**src/rtl/clk_core_pkg.sv**
```systemverilog
package clk_core_pkg;

    localparam int ADDR_W = 4;
    localparam int DATA_W = 8;

    localparam logic [ADDR_W-1:0] A_SEC   = 4'h0;
    localparam logic [ADDR_W-1:0] A_ASEC  = 4'h1;
    localparam logic [ADDR_W-1:0] A_MIN   = 4'h2;
    localparam logic [ADDR_W-1:0] A_AMIN  = 4'h3;
    localparam logic [ADDR_W-1:0] A_HOUR  = 4'h4;
    localparam logic [ADDR_W-1:0] A_AHOUR = 4'h5;
    localparam logic [ADDR_W-1:0] A_DOW   = 4'h6;
    localparam logic [ADDR_W-1:0] A_DATE  = 4'h7;
    localparam logic [ADDR_W-1:0] A_MON   = 4'h8;
    localparam logic [ADDR_W-1:0] A_YEAR  = 4'h9;
    localparam logic [ADDR_W-1:0] A_BUSY  = 4'hA;
    localparam logic [ADDR_W-1:0] A_CTRL  = 4'hB;
    localparam logic [ADDR_W-1:0] A_STAT  = 4'hC;

    typedef enum logic [3:0] {
        ST_IDLE,
        ST_LEAD,
        ST_SEC,
        ST_MIN,
        ST_HOUR,
        ST_DATE,
        ST_MON,
        ST_YEAR,
        ST_ALARM
    } upd_state_e;

    // add one to a packed two-digit BCD byte
    function automatic logic [7:0] bcd_inc(input logic [7:0] v);
        logic [7:0] r;
        if (v[3:0] >= 4'd9) r = {v[7:4] + 4'd1, 4'd0};
        else                r = v + 8'd1;
        return r;
    endfunction

endpackage

```
**src/rtl/clk_month_limit.sv**
```systemverilog
module clk_month_limit (
    input  logic [7:0] month,
    input  logic [7:0] year,
    output logic [7:0] last_date
);
    logic leap;

    // BCD year divisible by 4: even tens with 0/4/8, odd tens with 2/6
    always_comb begin
        if (year[4]) leap = (year[3:0] == 4'd2) || (year[3:0] == 4'd6);
        else         leap = (year[3:0] == 4'd0) || (year[3:0] == 4'd4) ||
                            (year[3:0] == 4'd8);
    end

    always_comb begin
        unique case (month)
            8'h02:                      last_date = leap ? 8'h29 : 8'h28;
            8'h04, 8'h06, 8'h09, 8'h11: last_date = 8'h30;
            default:                    last_date = 8'h31;
        endcase
    end
endmodule

```
**src/rtl/clk_update_fsm.sv**
```systemverilog
module clk_update_fsm
    import clk_core_pkg::*;
#(
    parameter int UIP_LEAD = 4
) (
    input  logic clk,
    input  logic rst_n,
    input  logic tick,
    input  logic freeze,
    input  logic sec_wrap,
    input  logic min_wrap,
    input  logic hour_wrap,
    input  logic date_wrap,
    input  logic mon_wrap,
    output logic step_sec,
    output logic step_min,
    output logic step_hour,
    output logic step_date,
    output logic step_mon,
    output logic step_year,
    output logic alarm_chk,
    output logic busy
);
    localparam int CNT_W = (UIP_LEAD < 2) ? 1 : $clog2(UIP_LEAD);

    upd_state_e state_q, state_d;
    logic [CNT_W-1:0] lead_cnt_q;

    always_comb begin
        state_d = state_q;
        unique case (state_q)
            ST_IDLE:  if (tick) state_d = ST_LEAD;
            ST_LEAD:  if (lead_cnt_q == '0) state_d = ST_SEC;
            ST_SEC:   state_d = sec_wrap  ? ST_MIN  : ST_ALARM;
            ST_MIN:   state_d = min_wrap  ? ST_HOUR : ST_ALARM;
            ST_HOUR:  state_d = hour_wrap ? ST_DATE : ST_ALARM;
            ST_DATE:  state_d = date_wrap ? ST_MON  : ST_ALARM;
            ST_MON:   state_d = mon_wrap  ? ST_YEAR : ST_ALARM;
            ST_YEAR:  state_d = ST_ALARM;
            ST_ALARM: state_d = ST_IDLE;
            default:  state_d = ST_IDLE;
        endcase
        if (freeze) state_d = ST_IDLE;
    end

    always_ff @(posedge clk or negedge rst_n) begin
        if (!rst_n) begin
            state_q    <= ST_IDLE;
            lead_cnt_q <= '0;
        end else begin
            state_q <= state_d;
            if (state_q == ST_IDLE && state_d == ST_LEAD)
                lead_cnt_q <= CNT_W'(UIP_LEAD - 1);
            else if (state_q == ST_LEAD && lead_cnt_q != '0)
                lead_cnt_q <= lead_cnt_q - 1'b1;
        end
    end

    always_comb begin
        step_sec  = 1'b0;
        step_min  = 1'b0;
        step_hour = 1'b0;
        step_date = 1'b0;
        step_mon  = 1'b0;
        step_year = 1'b0;
        alarm_chk = 1'b0;
        busy      = 1'b0;
        if (!freeze) begin
            busy = (state_q != ST_IDLE);
            unique case (state_q)
                ST_SEC:   step_sec  = 1'b1;
                ST_MIN:   step_min  = 1'b1;
                ST_HOUR:  step_hour = 1'b1;
                ST_DATE:  step_date = 1'b1;
                ST_MON:   step_mon  = 1'b1;
                ST_YEAR:  step_year = 1'b1;
                ST_ALARM: alarm_chk = 1'b1;
                default:  ;
            endcase
        end
    end
endmodule

```
**src/rtl/clk_time_regs.sv**
```systemverilog
module clk_time_regs
    import clk_core_pkg::*;
(
    input  logic              clk,
    input  logic              rst_n,
    input  logic              we,
    input  logic [ADDR_W-1:0] addr,
    input  logic [DATA_W-1:0] wdata,
    output logic [DATA_W-1:0] rdata,
    input  logic              step_sec,
    input  logic              step_min,
    input  logic              step_hour,
    input  logic              step_date,
    input  logic              step_mon,
    input  logic              step_year,
    input  logic              alarm_chk,
    input  logic              busy,
    input  logic [7:0]        last_date,
    output logic              sec_wrap,
    output logic              min_wrap,
    output logic              hour_wrap,
    output logic              date_wrap,
    output logic              mon_wrap,
    output logic              freeze,
    output logic              alarm_flag,
    output logic [7:0]        sec,
    output logic [7:0]        min,
    output logic [7:0]        hour,
    output logic [7:0]        dow,
    output logic [7:0]        date,
    output logic [7:0]        month,
    output logic [7:0]        year,
    output logic [7:0]        asec,
    output logic [7:0]        amin,
    output logic [7:0]        ahour
);
    logic       h24;
    logic [7:0] hour_nx, h12_low, dow_nx;
    logic       match;

    assign sec_wrap  = (sec == 8'h59);
    assign min_wrap  = (min == 8'h59);
    assign hour_wrap = h24 ? (hour == 8'h23) : (hour[7] && hour[4:0] == 5'h11);
    assign date_wrap = (date == last_date);
    assign mon_wrap  = (month == 8'h12);
    assign match     = (sec == asec) && (min == amin) && (hour == ahour);
    assign h12_low   = bcd_inc({3'b000, hour[4:0]});

    always_comb begin
        if (h24)                       hour_nx = hour_wrap ? 8'h00 : bcd_inc(hour);
        else if (hour[4:0] == 5'h12)   hour_nx = {hour[7], 7'h01};
        else if (hour[4:0] == 5'h11)   hour_nx = {~hour[7], 7'h12};
        else                           hour_nx = {hour[7], h12_low[6:0]};
        dow_nx = (dow >= 8'd7 || dow == 8'd0) ? 8'h01 : dow + 8'd1;
    end

    always_ff @(posedge clk or negedge rst_n) begin
        if (!rst_n) begin
            sec <= 8'h00; min <= 8'h00; hour <= 8'h00;
            dow <= 8'h01; date <= 8'h01; month <= 8'h01; year <= 8'h00;
            asec <= 8'h00; amin <= 8'h00; ahour <= 8'h00;
            h24 <= 1'b1; freeze <= 1'b0; alarm_flag <= 1'b0;
        end else begin
            if (step_sec)  sec   <= sec_wrap ? 8'h00 : bcd_inc(sec);
            if (step_min)  min   <= min_wrap ? 8'h00 : bcd_inc(min);
            if (step_hour) hour  <= hour_nx;
            if (step_date) begin
                date <= date_wrap ? 8'h01 : bcd_inc(date);
                dow  <= dow_nx;
            end
            if (step_mon)  month <= mon_wrap ? 8'h01 : bcd_inc(month);
            if (step_year) year  <= (year == 8'h99) ? 8'h00 : bcd_inc(year);

            if (alarm_chk && match)      alarm_flag <= 1'b1;
            else if (we && addr == A_STAT) alarm_flag <= 1'b0;

            // host write wins over a step in the same cycle
            if (we) begin
                unique case (addr)
                    A_SEC:   sec   <= wdata & 8'h7F;
                    A_MIN:   min   <= wdata & 8'h7F;
                    A_HOUR:  hour  <= wdata & (h24 ? 8'h3F : 8'h9F);
                    A_DOW:   dow   <= wdata & 8'h07;
                    A_DATE:  date  <= wdata & 8'h3F;
                    A_MON:   month <= wdata & 8'h1F;
                    A_YEAR:  year  <= wdata;
                    A_ASEC:  asec  <= wdata & 8'h7F;
                    A_AMIN:  amin  <= wdata & 8'h7F;
                    A_AHOUR: ahour <= wdata;
                    A_CTRL: begin
                        freeze <= wdata[7];
                        h24    <= wdata[1];
                    end
                    default: ;
                endcase
            end
        end
    end

    always_comb begin
        unique case (addr)
            A_SEC:   rdata = sec;
            A_ASEC:  rdata = asec;
            A_MIN:   rdata = min;
            A_AMIN:  rdata = amin;
            A_HOUR:  rdata = hour;
            A_AHOUR: rdata = ahour;
            A_DOW:   rdata = dow;
            A_DATE:  rdata = date;
            A_MON:   rdata = month;
            A_YEAR:  rdata = year;
            A_BUSY:  rdata = {busy, 7'b0};
            A_CTRL:  rdata = {freeze, 5'b0, h24, 1'b0};
            A_STAT:  rdata = {2'b0, alarm_flag, 5'b0};
            default: rdata = 8'h00;
        endcase
    end
endmodule

```
**src/rtl/bcd_clock_core.sv**
```systemverilog
module bcd_clock_core
    import clk_core_pkg::*;
#(
    parameter int UIP_LEAD = 4
) (
    input  logic              clk,
    input  logic              rst_n,
    input  logic              sec_tick,
    input  logic              reg_we,
    input  logic [ADDR_W-1:0] reg_addr,
    input  logic [DATA_W-1:0] reg_wdata,
    output logic [DATA_W-1:0] reg_rdata,
    output logic              uip,
    output logic              alarm_flag
);
    logic step_sec, step_min, step_hour, step_date, step_mon, step_year, alarm_chk;
    logic sec_wrap, min_wrap, hour_wrap, date_wrap, mon_wrap;
    logic freeze_q;
    logic [7:0] sec_q, min_q, hour_q, dow_q, date_q, mon_q, year_q;
    logic [7:0] asec_q, amin_q, ahour_q, last_date;

    clk_update_fsm #(.UIP_LEAD(UIP_LEAD)) u_fsm (
        .clk(clk), .rst_n(rst_n), .tick(sec_tick), .freeze(freeze_q),
        .sec_wrap(sec_wrap), .min_wrap(min_wrap), .hour_wrap(hour_wrap),
        .date_wrap(date_wrap), .mon_wrap(mon_wrap),
        .step_sec(step_sec), .step_min(step_min), .step_hour(step_hour),
        .step_date(step_date), .step_mon(step_mon), .step_year(step_year),
        .alarm_chk(alarm_chk), .busy(uip)
    );

    clk_month_limit u_mlim (
        .month(mon_q), .year(year_q), .last_date(last_date)
    );

    clk_time_regs u_regs (
        .clk(clk), .rst_n(rst_n), .we(reg_we), .addr(reg_addr),
        .wdata(reg_wdata), .rdata(reg_rdata),
        .step_sec(step_sec), .step_min(step_min), .step_hour(step_hour),
        .step_date(step_date), .step_mon(step_mon), .step_year(step_year),
        .alarm_chk(alarm_chk), .busy(uip), .last_date(last_date),
        .sec_wrap(sec_wrap), .min_wrap(min_wrap), .hour_wrap(hour_wrap),
        .date_wrap(date_wrap), .mon_wrap(mon_wrap),
        .freeze(freeze_q), .alarm_flag(alarm_flag),
        .sec(sec_q), .min(min_q), .hour(hour_q), .dow(dow_q), .date(date_q),
        .month(mon_q), .year(year_q), .asec(asec_q), .amin(amin_q),
        .ahour(ahour_q)
    );
endmodule

```
**config.mk**
```make
export PLATFORM = sky130hd
export DESIGN_NAME = bcd_clock_core
export DESIGN_NICKNAME = d
export VERILOG_FILES = /design/src/rtl/clk_core_pkg.sv /design/src/rtl/clk_month_limit.sv /design/src/rtl/clk_update_fsm.sv /design/src/rtl/clk_time_regs.sv /design/src/rtl/bcd_clock_core.sv
export SDC_FILE = /design/constraint.sdc
export NUM_CORES = 1
export LEC_CHECK = 0
export ABC_AREA = 1
export BUFFER_PORTS_ARGS = -buffer_cell sky130_fd_sc_hd__buf_4
export CAP_MARGIN = 15
export CORE_AREA = 10 10 122 124
export CTS_BUF_LIST = sky130_fd_sc_hd__clkbuf_8
export DETAILED_ROUTE_END_ITERATION = 10
export DIE_AREA = 0 0 132 134
export PLACE_DENSITY = 0.66
export RECOVER_POWER = 50
export REMOVE_ABC_BUFFERS = 1
export SETUP_SLACK_MARGIN = 0.3
export SKIP_LAST_GASP = 1
export SLEW_MARGIN = 20
export SYNTH_ARGS = -nofsm -noshare
export SYNTH_HDL_FRONTEND = slang
export SYNTH_SLANG_ARGS = --single-unit
export TNS_END_PERCENT = 10
```
**constraint.sdc**
```tcl
create_clock -name clk -period 2.4 [get_ports clk]
set_input_delay 0.48 -clock clk [delete_from_list [all_inputs] [get_ports clk]]
set_output_delay 0.48 -clock clk [all_outputs]
set_load 0.005 [all_outputs]
```
==> metrics <==
pin count of the biggest net entering global routing=36; worst hold-check path type=primary input to asynchronous set/reset pin; Cells after Synth=829; crit share post-route=0.9141; compound-gate portion of the synthesized area=0.1735; library cell used as clock root buffer=sky130_fd_sc_hd__clkbuf_8; initial DRC count=619; post-synthesis sequential area ratio=0.3547; Avg Cell Area, Syn=7.421 um^2; IO Port Bufs=25; vias in the first global route=5,778; antenna cell count=0; cell types occupying the most area after synthesis=sky130_fd_sc_hd__dfrtp_1 (34%), sky130_fd_sc_hd__nand2_1 (9.3%), sky130_fd_sc_hd__ha_1 (7.9%), sky130_fd_sc_hd__inv_1 (6.8%), sky130_fd_sc_hd__nand3_1 (4.9%); Num Clock Sinks=87; routed metal-1 wirelength=8682 um; register bit count reported by yosys=87; Post-Layout Inst Area=0.007058 mm^2; MaxCap Viol Count=0; Total Routing Usage GR=0.2332; Post-DRT Antenna Nets=0; number of pins with negative max-slew slack in the final report=0; Worst-path clk slew=100 ps; final hold vios=0; Relative slew margins=0.2706; number of antenna violations at the first check in global routing=1; maximum level of the CTS H-tree=3; die outline width=132 um; Int Pwr=3155 uW; I/O pins=26; net load switching power=2460 uW; share of total power in sequential cells=0.430; wire length after detailed routing=20,550 um; status=finished clean; final net count=927; area share of the largest cell type after synthesis=0.3376; number of standard cells in the final layout excluding fillers=1,049; count leader, synth=sky130_fd_sc_hd__nand2_1; per-cell routed wire length=19.59 um; number of buffers inserted for hold repair after clock tree synthesis=0; largest family of logic cells by synthesized area=simple AND/OR/NAND/NOR gates; power per unit of standard cell area=795.5 mW/mm^2; Post-synth EDFFs=0; total iterations of the first detailed-routing run=5; data required time of the critical path=1920 ps; share of final-layout standard cells stronger than drive strength 1=0.1767; maximum clock frequency=455.8 MHz; total DRC errors in the routed layout=0; list of most frequent post-synthesis cells=sky130_fd_sc_hd__nand2_1 (153), sky130_fd_sc_hd__inv_1 (112), sky130_fd_sc_hd__dfrtp_1 (83), sky130_fd_sc_hd__nor2_1 (75), sky130_fd_sc_hd__nand3_1 (60); Fin Clk Skew=13.52 ps; share of async-settable or async-resettable flops after synthesis=1.000; CTS tree=built; growth of design area from synthesis to finish=14.72%; worst endpoint data arrival time=1710 ps; number of cell rows=41; clock latency reported for the late side of the worst-skew pair=380 ps; Placed Instance Area=0.006556 mm^2; Adder-Cell Fraction of Synth Area=0.07932; sum of met3 wire segment lengths after detailed routing=1398 um; remaining global-route overflow=0; area of the die=0.01769 mm^2; total number of vias=6,045; main flop type after synthesis=sky130_fd_sc_hd__dfrtp_1; y dimension of the die=134 um; number of clock buffers inserted by TritonCTS=9; Fin Setup TNS=0 ps; buffers from clock root to sink, at most=2; transition time of the tightest slew-check pin=1094 ps; portion of netlist area occupied by mux cells=0; count of synthesis-stage warnings from yosys=0; shortest period the worst path allows=2194 ps; relative contribution of the clock network to total power=0.188; global-route wire length before repair=32,440 um; met2 routed WL=9541 um; DPL Wire Length=15,800 um; cell type contributing the most total cell area after synthesis=sky130_fd_sc_hd__dfrtp_1; synthesized-area fraction occupied by and/or/nand/nor cells=0.2668; number of library cell types mapped by synthesis=41; initial core utilization=0.4935; core outline area=0.01247 mm^2; critical path peak fanout=6; combinational share of power=0.382; number of vias per cell=5.763; highest layer used for signal routing=met4; Crit. End Element=output port; Post-Synthesis Cell Area=0.006152 mm^2; final setup violating endpoints=0; xor-xnor portion of the synthesized cell area=0.03701; final RePlAce weighted congestion=0.9556; type of the worst setup path=primary input to output port; switching part of the total=0.4381; critical path startpoint category=primary input; number of placed instances, taps included=1,021; unrepaired setup endpoints after global routing=yes; leakage component of the power=0.003359 uW; peak ir drop on the vdd network=0.5157 mV
kinds of logic after synthesis:
logic type | Yosys count
compound gates | 180
xor+xnor | 26
fa+ha+maj | 39
buf+inv | 138
flops | 87
simple gates | 359
flip-flops by register name (all words and copies together) (netlist names):
signal             cells
u_fsm.lead_cnt_q       2
u_regs.ahour           8
u_regs.alarm_flag      1
u_regs.hour            8
u_regs.year            8
u_regs.amin            7
u_regs.asec            7
u_regs.dow             8
u_regs.month           8
u_regs.date            8
u_fsm.state_q          4
u_regs.sec             8
u_regs.min             8
u_regs.freeze          1
u_regs.h24             1
layer usage:
metal  track usage  vias up
met3       0.03547       47
met5             0        -
li1              -     2876
met4        0.1218        0
met2        0.3790      221
met1        0.2939     2901
placed cells by master, fill, tap and decap left out, types with 3 or more instances in the layout:
master	count
sky130_fd_sc_hd__o21ai_1	6
sky130_fd_sc_hd__a221oi_1	5
sky130_fd_sc_hd__a221oi_4	4
sky130_fd_sc_hd__nand3_2	4
sky130_fd_sc_hd__dfrtp_2	6
sky130_fd_sc_hd__nor2_1	68
sky130_fd_sc_hd__nor4_1	3
sky130_fd_sc_hd__nand2_1	145
sky130_fd_sc_hd__dfstp_2	4
sky130_fd_sc_hd__buf_4	41
sky130_fd_sc_hd__nor2_4	11
sky130_fd_sc_hd__a21oi_1	45
sky130_fd_sc_hd__o22ai_1	26
sky130_fd_sc_hd__xnor2_1	7
sky130_fd_sc_hd__dfrtp_1	77
sky130_fd_sc_hd__ha_1	39
sky130_fd_sc_hd__a31oi_1	12
sky130_fd_sc_hd__clkinv_2	4
sky130_fd_sc_hd__nand4_1	11
sky130_fd_sc_hd__a21oi_2	3
sky130_fd_sc_hd__xor2_1	19
sky130_fd_sc_hd__inv_2	20
sky130_fd_sc_hd__nand2_4	4
sky130_fd_sc_hd__a221oi_2	8
sky130_fd_sc_hd__o21ai_0	55
sky130_fd_sc_hd__nand2_2	11
sky130_fd_sc_hd__clkbuf_8	9
sky130_fd_sc_hd__nor3_1	24
sky130_fd_sc_hd__nand3_1	59
sky130_fd_sc_hd__o32ai_1	3
sky130_fd_sc_hd__inv_1	103
sky130_fd_sc_hd__nor2_2	11
final cells by class:
| cell class | count | area (um^2) |
|---|---|---|
| fillers | 1202 | 5408 |
| inverters | 125 | 479.2 |
| clock buffers | 9 | 123.9 |
| flip-flops and latches | 87 | 2190 |
| well taps | 172 | 215.2 |
| multi-input cells | 604 | 3656 |
| repair buffers | 45 | 331.6 |
| clock inverters | 7 | 62.56 |
repair_timing:
action                                  4_1_cts  5_1_grt
pin swaps                                     4       10
gates resized for setup                      32       36
setup buffers                                 8        4
endpoints found under the setup margin        9       19
worst paths after layout:
kind	start	endpoint	slack, ps	cells past startpoint
worst min register to register	u_fsm.lead_cnt_q[1]	u_fsm.lead_cnt_q[1]	500	2
max in group asynchronous	rst_n	u_regs.amin[4]	1000	2
worst max-delay path	reg_addr[3]	reg_rdata[5]	210	9
worst min-delay path	rst_n	u_regs.month[7]	40	1
min in group clk	reg_wdata[3]	u_regs.month[3]	320	3
worst max register to register	u_regs.month[0]	u_regs.date[4]	330	14
power groups by stage:
stage	Clock (uW)	Sequential (uW)	Combinational, uW
after floorplan	0	2210	1400
after global placement	0	2410	1890
after detailed placement	0	2410	1940
after CTS	1070	2380	2090
after global routing	1130	2460	2420
final	1060	2420	2140
per-stage QoR:
step	utilization	hold slack, ps	power, uW	setup WS [ps]
5_1_grt	0.5662	66.51	6004	130.7
2_1_floorplan	-	184.4	3610	537.0
3_5_place_dp	0.5259	467.8	4353	106.5
3_3_place_gp	0.5259	465.0	4307	157.4
4_1_cts	0.5522	49.56	5534	241.0
6_report	0.5662	36.80	5615	206.1
critical path: stages:
cell	delay [ps]
sky130_fd_sc_hd__clkbuf_1	110
sky130_fd_sc_hd__inv_1	110
sky130_fd_sc_hd__nand2_4	120
sky130_fd_sc_hd__inv_4	60
sky130_fd_sc_hd__nand2_2	100
sky130_fd_sc_hd__inv_2	130
sky130_fd_sc_hd__a221oi_2	280
sky130_fd_sc_hd__nand3_1	140
sky130_fd_sc_hd__buf_4	170
No activity file was read; power rests on OpenSTA's default activity.
